$ cat config.mk
export PLATFORM = sky130hd
export DESIGN_NAME = irqc_combiner
export DESIGN_NICKNAME = d
export VERILOG_FILES = /design/src/rtl/irqc_pkg.sv /design/src/rtl/irqc_sync.sv /design/src/rtl/irqc_ctrl_regs.sv /design/src/rtl/irqc_channel.sv /design/src/rtl/irqc_combiner.sv
export SDC_FILE = /design/constraint.sdc
export NUM_CORES = 1
export LEC_CHECK = 0
export BUFFER_PORTS_ARGS = -buffer_cell sky130_fd_sc_hd__buf_2
export CELL_PAD_IN_SITES_DETAIL_PLACEMENT = 1
export CELL_PAD_IN_SITES_GLOBAL_PLACEMENT = 1
export CORE_MARGIN = 3
export CORE_UTILIZATION = 39
export CTS_BUF_LIST = sky130_fd_sc_hd__clkbuf_8
export DETAILED_ROUTE_END_ITERATION = 10
export PLACE_DENSITY_LB_ADDON = 0.25
export SYNTH_ARGS = -nofsm -noshare
export SYNTH_HDL_FRONTEND = slang
export SYNTH_SLANG_ARGS = --single-unit
$ cat constraint.sdc
create_clock -name clk -period 1.55 [get_ports clk]
set_input_delay 0.155 -clock clk [delete_from_list [all_inputs] [get_ports clk]]
set_output_delay 0.155 -clock clk [all_outputs]
set_load 0.02 [all_outputs]
$ cat src/rtl/irqc_pkg.sv
// Shared parameters and types for the interrupt channel combiner.
package irqc_pkg;
    localparam int unsigned IRQC_CHANNELS = 4;
    localparam int unsigned IRQC_SYNC_DEPTH = 2;

    // Register select on the write strobe interface.
    typedef enum logic {
        SEL_POLARITY = 1'b0,
        SEL_ENABLE   = 1'b1
    } irqc_sel_e;
endpackage

$ cat src/rtl/irqc_sync.sv
// Multi-flop level synchronizer for a vector of asynchronous sources.
// Assumes each bit is an independent level; no cross-bit coherence is kept.
module irqc_sync #(
    parameter int unsigned WIDTH  = 4,
    parameter int unsigned STAGES = 2
) (
    input  logic             clk,
    input  logic             rst_n,
    input  logic [WIDTH-1:0] d_i,
    output logic [WIDTH-1:0] q_o
);
    localparam int unsigned LAST = STAGES - 1;

    logic [WIDTH-1:0] stage_q [STAGES];

    // Shift the source through the chain; clear the chain on reset.
    always_ff @(posedge clk) begin
        if (!rst_n) begin
            for (int i = 0; i < STAGES; i++) stage_q[i] <= '0;
        end else begin
            stage_q[0] <= d_i;
            for (int i = 1; i < STAGES; i++) stage_q[i] <= stage_q[i-1];
        end
    end

    assign q_o = stage_q[LAST];

    generate
        if (STAGES == 2) begin : g_chk2
            // output equals the input of two edges earlier
            p_sync_delay_r3: assert property (@(posedge clk) disable iff (!rst_n)
                ($past(rst_n) && $past(rst_n, 2)) |-> (q_o == $past(d_i, 2)));
        end
    endgenerate
endmodule

$ cat src/rtl/irqc_ctrl_regs.sv
// Polarity and enable registers, loaded through a strobe with a one-bit select.
// Assumes write data is stable at the clock edge when the strobe is high.
module irqc_ctrl_regs
    import irqc_pkg::*;
#(
    parameter int unsigned NCH = 4
) (
    input  logic           clk,
    input  logic           rst_n,
    input  logic           wr_en_i,
    input  logic           wr_sel_i,
    input  logic [NCH-1:0] wr_data_i,
    output logic [NCH-1:0] pol_o,
    output logic [NCH-1:0] en_o
);
    logic [NCH-1:0] pol_q;
    logic [NCH-1:0] en_q;
    logic           load_pol;
    logic           load_en;

    // Decode the strobe into one load per register.
    always_comb begin
        load_pol = wr_en_i && (irqc_sel_e'(wr_sel_i) == SEL_POLARITY);
        load_en  = wr_en_i && (irqc_sel_e'(wr_sel_i) == SEL_ENABLE);
    end

    // Polarity register: resets to pass-through on every channel.
    always_ff @(posedge clk) begin
        if (!rst_n)        pol_q <= '1;
        else if (load_pol) pol_q <= wr_data_i;
    end

    // Enable register: resets with every channel masked.
    always_ff @(posedge clk) begin
        if (!rst_n)       en_q <= '0;
        else if (load_en) en_q <= wr_data_i;
    end

    assign pol_o = pol_q;
    assign en_o  = en_q;

    // the first edge after reset release shows reset values
    p_reset_vals_r1: assert property (@(posedge clk)
        (rst_n && !$past(rst_n)) |-> (pol_q == '1 && en_q == '0));
    // a selected write lands in the chosen register only
    p_write_pol_r2: assert property (@(posedge clk) disable iff (!rst_n)
        ($past(rst_n) && $past(wr_en_i) && !$past(wr_sel_i))
            |-> (pol_q == $past(wr_data_i) && $stable(en_q)));
    p_write_en_r2: assert property (@(posedge clk) disable iff (!rst_n)
        ($past(rst_n) && $past(wr_en_i) && $past(wr_sel_i))
            |-> (en_q == $past(wr_data_i) && $stable(pol_q)));
    // without the strobe both registers hold
    p_no_strobe_r9: assert property (@(posedge clk) disable iff (!rst_n)
        ($past(rst_n) && !$past(wr_en_i)) |-> ($stable(pol_q) && $stable(en_q)));
endmodule

$ cat src/rtl/irqc_channel.sv
// One interrupt channel: polarity select followed by enable gate.
// Assumes lvl_i is already synchronized to clk.
module irqc_channel (
    input  logic lvl_i,
    input  logic pol_i,
    input  logic en_i,
    output logic act_o
);
    logic cond;

    // Polarity 1 passes the level, polarity 0 passes its inverse.
    always_comb begin
        cond  = pol_i ? lvl_i : ~lvl_i;
        act_o = en_i & cond;
    end
endmodule

$ cat src/rtl/irqc_combiner.sv
// Four-channel interrupt combiner with per-channel polarity and enable.
// Synchronizes the sources, conditions each channel, ORs the channels with
// equal priority and registers an active-low level request for the host.
// Assumes the host reads lvl_o to identify changed sources.
module irqc_combiner
    import irqc_pkg::*;
#(
    parameter int unsigned NCH        = IRQC_CHANNELS,
    parameter int unsigned SYNC_DEPTH = IRQC_SYNC_DEPTH
) (
    input  logic           clk,
    input  logic           rst_n,
    input  logic [NCH-1:0] src_i,
    input  logic           wr_en_i,
    input  logic           wr_sel_i,
    input  logic [NCH-1:0] wr_data_i,
    output logic [NCH-1:0] lvl_o,
    output logic [NCH-1:0] pol_o,
    output logic [NCH-1:0] en_o,
    output logic           irq_n_o
);
    logic [NCH-1:0] lvl;
    logic [NCH-1:0] pol_q;
    logic [NCH-1:0] en_q;
    logic [NCH-1:0] act;
    logic           any_act;
    logic           irq_n_q;

    irqc_sync #(.WIDTH(NCH), .STAGES(SYNC_DEPTH)) u_sync (
        .clk   (clk),
        .rst_n (rst_n),
        .d_i   (src_i),
        .q_o   (lvl)
    );

    irqc_ctrl_regs #(.NCH(NCH)) u_regs (
        .clk       (clk),
        .rst_n     (rst_n),
        .wr_en_i   (wr_en_i),
        .wr_sel_i  (wr_sel_i),
        .wr_data_i (wr_data_i),
        .pol_o     (pol_q),
        .en_o      (en_q)
    );

    generate
        for (genvar c = 0; c < NCH; c++) begin : g_ch
            irqc_channel u_ch (
                .lvl_i (lvl[c]),
                .pol_i (pol_q[c]),
                .en_i  (en_q[c]),
                .act_o (act[c])
            );
        end
    endgenerate

    // Equal-priority merge of all channels.
    always_comb any_act = |act;

    // Registered request so the host sees a glitch-free level.
    always_ff @(posedge clk) begin
        if (!rst_n) irq_n_q <= 1'b1;
        else        irq_n_q <= ~any_act;
    end

    assign lvl_o   = lvl;
    assign pol_o   = pol_q;
    assign en_o    = en_q;
    assign irq_n_o = irq_n_q;

    // request follows the conditioned levels of the previous edge
    p_irq_follow_r6: assert property (@(posedge clk) disable iff (!rst_n)
        $past(rst_n) |-> (irq_n_o == ($past(en_q & ~(lvl ^ pol_q)) == '0)));
    // with every channel masked the request stays released
    p_masked_quiet_r5: assert property (@(posedge clk) disable iff (!rst_n)
        ($past(rst_n) && $past(en_q) == '0) |-> irq_n_o);
    // an asserted request holds while any channel is still active
    p_single_assert_r7: assert property (@(posedge clk) disable iff (!rst_n)
        (!irq_n_o && any_act) |=> !irq_n_o);
    // request is released right after reset
    p_reset_release_r1: assert property (@(posedge clk)
        (rst_n && !$past(rst_n)) |-> irq_n_o);
endmodule

==> results of run 1 <==
[cell type report]
cell class	count	area share [%]
timing repair buffer	24	15.74
clock inverter	1	0.4918
tap	16	2.623
sequential	17	44.59
clock buffer	3	5.410
multi-input combinational	37	31.15
[layout by cell type, fill, tap and decap left out]
| cell | synthesis | layout |
|---|---|---|
| xnor2_1 | 4 | 4 |
| o21ai_1 | 1 | 1 |
| clkbuf_8 | 0 | 3 |
| inv_1 | 0 | 1 |
| a22o_1 | 2 | 2 |
| nand2b_1 | 1 | 1 |
| buf_2 | 0 | 24 |
| a21boi_0 | 4 | 4 |
| mux2i_1 | 4 | 4 |
| dfxtp_1 | 17 | 17 |
| and2_1 | 8 | 8 |
| nand3_1 | 4 | 4 |
| nand2_1 | 9 | 9 |
[worst max path at each step]
stage	startpoint	endpoint	slack, ps	cells past startpoint
final	u_regs.pol_o[2]	pol_o[2]	580	1
after global routing	u_regs.pol_o[2]	pol_o[2]	540	1
after CTS	u_regs.pol_o[2]	pol_o[2]	560	1
after detailed placement	wr_sel_i	u_regs.pol_o[2]	580	4
after global placement	wr_sel_i	u_regs.pol_o[3]	620	4
after floorplan	u_regs.pol_o[2]	irq_n_o	740	3
[through the flow]
step,cell area (um2),setup WS (ps)
6_report,763.2,580.4
5_1_grt,763.2,540.2
4_1_cts,763.2,556.2
3_5_place_dp,718.2,585.0
3_3_place_gp,718.2,618.3
2_1_floorplan,684.4,740.0
[sequential cells by signal (all words and copies together), names as in the netlist]
signal / count
u_sync.stage_q: 8
u_regs.en_o: 4
u_regs.pol_o: 4
irq_n_o: 1
[power breakdown]
part | switching [W] | leakage [nW] | internal, W
Combinational | 0.0000512 | 0.194 | 0.0000420
Clock | 0.000133 | 0.0269 | 0.000175
Sequential | 0.0000118 | 0.140 | 0.000458
[routing by layer]
metal,wire [um],track usage [%]
met1,492,15.25
met2,620,19.53
met3,63,3.383
met4,4,6.452
met5,0,0
[logic make-up (layout without fill, tap and decap cells)]
group                  after synthesis  in the layout  share of synthesized area [%]
AO/OA/AOI/OAI                        7              7                          7.678
XOR/XNOR                             4              4                          5.118
buffers and inverters               14             28                          15.54
flip-flops                          17             17                          49.73
multiplexers                         4              4                          5.850
AND/OR/NAND/NOR                     22             22                          16.09
==> summary.md, run 1 <==
| Metric | Value |
|---|---|
| Status | `finished, final reports clean` |
| Buffers on Ports | `24` |
| Tmin final | `around 970 ps` |
| Critical path class | `reg2out` |
| Height of the die | `about 48 um` |
| Share of cells above drive strength 1 | `32.93%` |
| Slowest cell on the critical path | `dfxtp_1` |
| Quantity of gates resized following cts | `0` |
| Synth Cell Area | `about 680 um2` |
| Final period utilization | `roughly 63%` |
| Max Slew Vio Count | `0` |
| Final Power | `just under 0.0009 W` |
| Critical path arrival | `810 ps` |
| # setup viols final | `0` |
| Critical path data required time | `about 1400 ps` |
| PwrDens | `1141 nW/um2` |
| Hold Startpoint | `src_i[0]` |
| Syn nets | `80` |
| CP Cell Sequence | `buf_2` |
| Multi-input logic area | `between 200 and 250 um2` |
| Min-Delay Path Depth | `2` |
| Count leader, synth | `dfxtp_1` |
| Synth warnings | `0` |
| Clock Skew | `around 3.1 ps` |
| Slowest Stage Delay on Critical Path | `380 ps` |
| Initial antenna violation count | `0` |
| GPL Wtd Cong | `roughly 0.76` |
| Max Cap Violations | `0` |
| NumNets Final | `95` |
| Synth area leader | `dfxtp_1` |
| Gr ovfl total | `0` |
| Synth top area cells | `dfxtp_1 50%, buf_4 13%, and2_1 7.3%` |
| Tightest Hold Check Type | `in2reg` |
| Filler cell count | `just under 200` |
| Hold worst-path end | `u_sync.stage_q[0][0]` |
| Drt wl/cell | `roughly 12 um` |
| Row cnt | `14` |
| Antenna-violating nets left | `0` |
| Unrepaired setup endpoints after global routing | `false` |
| Die width | `~48 um` |
| Register-to-Register Path Depth | `3` |
| Final hold vios | `0` |
| Clock transition at path regs | `60 ps` |
| Clock Path Buffers | `2` |
| # IOs | `25` |
| First-pass GRT wire length | `1945 um` |
| Post-synth EDFFs | `0` |
| H-tree Lvls | `1` |
| Initial core utilization | `43.41%` |
| Crit-path leading delay family | `flip-flops` |
| Tot GR Track Use | `around an eighth` |
| Synth top area share | `49.73%` |
| Post-synthesis cell type count | `13` |
| Main synth FF type | `dfxtp_1` |
| Worst Tran Pin Value | `about 240 ps` |
| Worst reg2reg startpoint | `u_regs.pol_o[0]` |
| Area Overhead vs Synth | `11.52%` |
| Dpl cells | `94` |
| R2r endpoint | `irq_n_o` |
| Final Non-Filler Cells | `a little under 100` |
| Register area | `340.3 um2` |
| Total number of vias | `460` |
| Core box area | `between 1500 and 2000 um2` |
| Leak | `about 0.36 nW` |
| Final hold slack | `~110 ps` |
| Clk sinks | `17` |
| Post-synthesis sequential area ratio | `around half` |
| Setup TNS | `0 ps` |
| DRT Pass-1 Iters | `1` |
| Avg Cell Area, Syn | `10.06 um2` |
| Crit start category | `flip-flop` |
| Synth Register Bits | `17` |
| Reg2reg setup slack | `between 600 and 700 ps` |
| Post-CTS Repair Setup Buffers | `0` |
| CP Capture Type | `output port` |
| Bufs and invs on worst path | `1` |
| Post-cts hold buffer count | `0` |
| Slew Limit Headroom | `between 80% and 90%` |
| DRC viols | `0` |
| Vias per cell | `between 4 and 5` |
| Diode count | `0` |
| Worst-skew pair later-pin latency | `~240 ps` |
| Drt total wl | `approximately 1200 um` |
| Peak supply drop | `0.0005454 V` |
| Async set or reset register ratio after synthesis | `0%` |
| Cts bufs inserted | `3` |
| Die area | `approximately 2300 um2` |
| Post-DP HPWL | `934.2 um` |
| Layout Utilization | `between 40% and 50%` |
| Top cells by instance count after synthesis | `17 x dfxtp_1, 12 x buf_4, 9 x nand2_1` |
| TritonCTS clock tree | `done` |
| Root Driver | `clkbuf_8` |
| Largest net degree at the start of global routing | `18` |
| Vias in the first global route | `442` |
| Worst-path maximum fanout | `3` |
| Starting DRT DRC Count | `0` |
| Top achievable clock speed | `approximately 1000 MHz` |
| Cell count after synthesis | `68` |
Power figures use the tool's default switching activity.
==> inputs of run 2 (changes only) <==
CORE_UTILIZATION = 33   (was 39)
clock period = 0.8 ns   (was 1.55 ns; I/O delays follow)
==> run 2 against run 1 <==
The flow now finishes with violations (negative setup slack). Core utilization is 3.6 points higher. Power is 110% higher. Critical path depth is 1 higher. Global-route usage is 1.3 points higher. Design area is 25% higher. Critical endpoint is now pol_o[3]. Largest cell class unchanged.
==> summary.md, run 2 (same netlist as run 1, synthesis figures left out) <==
| Metric | Value |
|---|---|
| Min-Delay Path Depth | `2` |
| Worst-skew pair later-pin latency | `approximately 250 ps` |
| Drt total wl | `1539 um` |
| Cell repeated most along the worst path | `buf_6` |
| Vias in the first global route | `between 500 and 600` |
| Max reg flops | `8` |
| Crit start category | `flip-flop` |
| Critical path arrival | `between 800 and 900 ps` |
| Register area | `355.3 um2` |
| # setup viols final | `9` |
| Layout Utilization | `52.04%` |
| NumNets Final | `between 100 and 150` |
| Max Cap Violations | `0` |
| Status | `finished, violations left` |
| Gr ovfl total | `0` |
| Die width | `~52 um` |
| TritonCTS clock tree | `done` |
| Worst Tran Pin Value | `approximately 240 ps` |
| Seq pwr share | `about half` |
| Clock Power Share | `roughly a third` |
| Reg with most FFs | `u_sync.stage_q` |
| Die area | `about 2700 um2` |
| Register-to-Register Path Depth | `3` |
| Drt wl/cell | `roughly 13 um` |
| # IOs | `25` |
| Final period utilization | `111.9%` |
| Clock Path Buffers | `2` |
| Leak | `approximately 0.43 nW` |
| Sw power | `0.0004267 W` |
| Root Driver | `clkbuf_8` |
| Slew Limit Headroom | `a little over four fifths` |
| Failing checks | `negative setup slack` |
| Worst-path maximum fanout | `2` |
| Clock Skew | `around 0.56 ps` |
| Vias per cell | `~4.5` |
| PwrDens | `roughly 1900 nW/um2` |
| Buffers on Ports | `24` |
| Clk sinks | `17` |
| Height of the die | `51.54 um` |
| Largest net degree at the start of global routing | `18` |
| Filler cell count | `between 200 and 250` |
| Diode count | `0` |
| Final hold vios | `0` |
| Critical path class | `reg2out` |
| H-tree Lvls | `1` |
| Tightest Hold Check Type | `in2reg` |
| Worst Setup Slack, final | `-95.47 ps` |
| Post-cts hold buffer count | `0` |
| Peak supply drop | `0.0009386 V` |
| Commonest non-fill, non-tap cells in the layout | `18 x buf_6, 12 x dfxtp_2, 11 x buf_2` |
| Clock transition at path regs | `around 60 ps` |
| Sw frac | `between 20% and 30%` |
| Max Slew Vio Count | `0` |
| Internal Pwr Total | `between 0.001 and 0.0015 W` |
| Area Overhead vs Synth | `39.85%` |
| Critical path data required time | `720 ps` |
| Antenna-violating nets left | `0` |
| Post-CTS Repair Setup Buffers | `0` |
| Comb pwr share | `roughly 15%` |
| Tmin final | `between 800 and 900 ps` |
| CP Cell Sequence | `buf_6, buf_6` |
| Setup TNS | `-522.2 ps` |
| GPL Wtd Cong | `between 0.6 and 0.7` |
| Total number of vias | `519` |
| Slowest Stage Delay on Critical Path | `~330 ps` |
| Slowest cell on the critical path | `dfxtp_2` |
| Final Non-Filler Cells | `between 100 and 150` |
| CP Capture Type | `output port` |
| Starting DRT DRC Count | `2` |
| DRC viols | `0` |
| Unrepaired setup endpoints after global routing | `true` |
| Top achievable clock speed | `1117 MHz` |
| Tot GR Track Use | `13.66%` |
| Initial antenna violation count | `0` |
| Post-DP HPWL | `about 1100 um` |
| Share of cells above drive strength 1 | `roughly 53%` |
| Initial core utilization | `roughly 37%` |
| Multi-input logic area | `between 200 and 250 um2` |
| Most common cell after layout, fill and taps aside | `buf_6` |
| Core box area | `~1800 um2` |
| Cts bufs inserted | `3` |
| DRT Pass-1 Iters | `2` |
| Row cnt | `15` |
| Setup WS pre-CTS | `-71.95 ps` |
| Dpl cells | `around 110` |
| First-pass GRT wire length | `between 2000 and 3000 um` |
[run 2: routing by layer]
metal / GRT usage [%] / wire length, um / vias up
li1: - / - / 255
met1: 15.12 / 676 / 238
met2: 23.52 / 728 / 21
met3: 3.438 / 97 / 5
met4: 7.860 / 36 / 0
met5: 0 / 0 / -
[run 2: what timing repair did]
item	4_1_cts	5_1_grt
setup endpoints to repair	13	17
gates resized for setup	39	2
pin swaps	0	2
hold endpoints to repair	0	0
[run 2: power groups by stage]
stage | Clock (W) | Combinational, W | Sequential, W
2_1_floorplan | 0 | 0.000149 | 0.000927
3_3_place_gp | 0 | 0.000217 | 0.000926
3_5_place_dp | 0 | 0.000222 | 0.000929
4_1_cts | 0.000632 | 0.000266 | 0.000921
5_1_grt | 0.000692 | 0.000289 | 0.000925
6_report | 0.000622 | 0.000265 | 0.000921
[run 2: worst max-delay path, delay by kind of cell, from the launching register on]
family	cells	cell delay (ps)
flops	1	330
buf+inv	2	230
[run 2: final timing paths]
kind / startpoint / endpoint / slack [ps]
hold reg to reg: u_sync.stage_q[0][0] / u_sync.stage_q[0][4] / 430
setup / recovery: u_regs.pol_o[3] / pol_o[3] / -100
setup reg to reg: u_regs.pol_o[2] / irq_n_o / -50
hold / removal: src_i[0] / u_sync.stage_q[0][0] / 30
[run 2: layout make-up]
cell class	count	share of cell area, %
well taps	25	3.268
clock inverters	1	0.3922
repair buffers	33	30.07
multi-input cells	37	24.84
clock buffers	3	4.314
flip-flops and latches	17	37.12
[run 2: through the flow]
stage	area, um2	hold slack [ps]	total power (W)
final	957.2	30.80	0.001808
after global routing	957.2	28.84	0.001905
after CTS	950.9	28.77	0.001818
after detailed placement	799.5	290.0	0.001151
after global placement	799.5	285.5	0.001143
after floorplan	686.9	201.7	0.001077
==> inputs of run 3 (changes only) <==
GPL_ROUTABILITY_DRIVEN = 0   (was not set)
HOLD_SLACK_MARGIN = 0.15   (was not set)
==> run 3 against run 2 <==
Flip-flop and latch count is the same. The run still ends with negative setup slack left. Non-clock buffer count grew 6. Critical path depth is the same. Largest power group unchanged.
==> summary.md, run 3 (same netlist as run 1, synthesis figures left out) <==
| Metric | Value |
|---|---|
| Final Power | `around 0.0018 W` |
| Area Overhead vs Synth | `49.36%` |
| Row cnt | `15` |
| Worst-path maximum fanout | `2` |
| Critical path arrival | `820 ps` |
| Cts bufs inserted | `3` |
| First-pass GRT wire length | `between 2000 and 3000 um` |
| Initial antenna violation count | `0` |
| Final hold vios | `0` |
| Max reg flops | `8` |
| Gr ovfl total | `0` |
| Drt wl/cell | `roughly 13 um` |
| Most common cell after layout, fill and taps aside | `buf_6` |
| Critical path data required time | `around 720 ps` |
| Final period utilization | `112.0%` |
| # IOs | `25` |
| Tmin final | `about 900 ps` |
| # setup viols final | `10` |
| Tightest Hold Check Type | `in2reg` |
| Clk sinks | `17` |
| Die width | `between 50 and 60 um` |
| Worst Tran Pin Value | `between 200 and 250 ps` |
| Clock Skew | `roughly 1.6 ps` |
| CP Capture Type | `output port` |
| Crit start category | `flip-flop` |
| Unrepaired setup endpoints after global routing | `true` |
| Share of cells above drive strength 1 | `about half` |
| DRT Pass-1 Iters | `3` |
| Root Driver | `clkbuf_8` |
| Starting DRT DRC Count | `1` |
| Max Slew Vio Count | `0` |
| DRC viols | `0` |
| Buffers on Ports | `24` |
| Post-CTS Repair Setup Buffers | `0` |
| Slew Limit Headroom | `83.75%` |
| Top achievable clock speed | `roughly 1100 MHz` |
| Commonest non-fill, non-tap cells in the layout | `18 x buf_6, 12 x dfxtp_2, 10 x buf_2` |
| Critical path class | `reg2out` |
| Worst-skew pair later-pin latency | `between 200 and 300 ps` |
| Failing checks | `negative setup slack` |
| Diode count | `0` |
| Antenna-violating nets left | `0` |
| Leak | `around 0.46 nW` |
| Height of the die | `between 50 and 60 um` |
| Initial core utilization | `37.21%` |
| Layout Utilization | `between 50% and 60%` |
| Clock Path Buffers | `2` |
| Post-route cell area | `between 1000 and 1500 um2` |
| TritonCTS clock tree | `done` |
| Vias per cell | `about 4.4` |
| NumNets Final | `110` |
| Max Cap Violations | `0` |
| Setup TNS | `-563.4 ps` |
| Drt total wl | `1643 um` |
| Largest net degree at the start of global routing | `18` |
| Clock transition at path regs | `approximately 60 ps` |
| Status | `finished, violations left` |
| Total number of vias | `537` |
| Worst Setup Slack, final | `-95.73 ps` |
| Peak supply drop | `0.0009683 V` |
| Reg with most FFs | `u_sync.stage_q` |
| H-tree Lvls | `1` |
| Multi-input logic area | `around 240 um2` |
| Tot GR Track Use | `approximately 15%` |
| Vias in the first global route | `597` |
| Filler cell count | `between 200 and 250` |
| Register area | `approximately 360 um2` |
| Post-DP HPWL | `about 1100 um` |
| Post-Place Cell Area | `between 700 and 800 um2` |
| Core box area | `between 1500 and 2000 um2` |
| Die area | `~2700 um2` |
| PwrDens | `1794 nW/um2` |
==> run 3: changes by cell type in the layout (fill, tap and decap cells not counted) <==
cell           before  now
dlygate4sd3_1       0    7
a21boi_1            0    2
a21boi_0            4    2
buf_2              11   10
==> run 3: per-stage QoR <==
stage                     hold slack, ps  setup WS (ps)  cells
after global routing               106.2         -126.8    122
after global placement             285.5         -34.10    112
final                              71.74         -95.73    122
after CTS                          124.1         -98.84    124
after detailed placement           290.0         -71.95    112
after floorplan                    201.7          6.759     68
==> run 3: worst paths after layout <==
path | endpoint | startpoint | cells after the start | slack, ps
setup / recovery | pol_o[3] | u_regs.pol_o[3] | 2 | -100
hold / removal | u_regs.pol_o[1] | wr_data_i[1] | 3 | 70
setup reg to reg | irq_n_o | u_regs.pol_o[3] | 3 | -50
hold reg to reg | u_sync.stage_q[0][4] | u_sync.stage_q[0][0] | 1 | 430
==> run 3: worst max-delay path, stage by stage (launching register included) <==
cell	delay, ps
dfxtp_2	330
buf_6	110
buf_6	120
==> run 3: report_power, final <==
group          internal [W]  switching [W]  leakage, nW
clock network      0.000340       0.000281       0.0269
registers          0.000893      0.0000282        0.142
logic              0.000170       0.000122        0.293
total               0.00140       0.000431        0.461
==> run 3: repair_timing <==
action | in CTS | in global routing
setup endpoints to repair | 13 | 21
resized for setup | 39 | 4
hold endpoints to repair | 13 | 6
hold buffers | 8 | 2
pin swaps | 0 | 2
==> run 3: cell type report <==
cell class	count	area share, %
Clock buffer	3	4.039
Multi-Input combinational cell	37	23.26
Clock inverter	1	0.3672
Timing Repair Buffer	39	34.52
Tap cell	25	3.060
Sequential cell	17	34.76
==> run 3: metal layers <==
layer  track usage [%]  vias up  share of wire, %
met2             27.54       21                50
li1                  -      266                 -
met5                 0        -                 0
met3             3.152        5               5.2
met1             15.99      245                42
met4             7.860        0               2.4
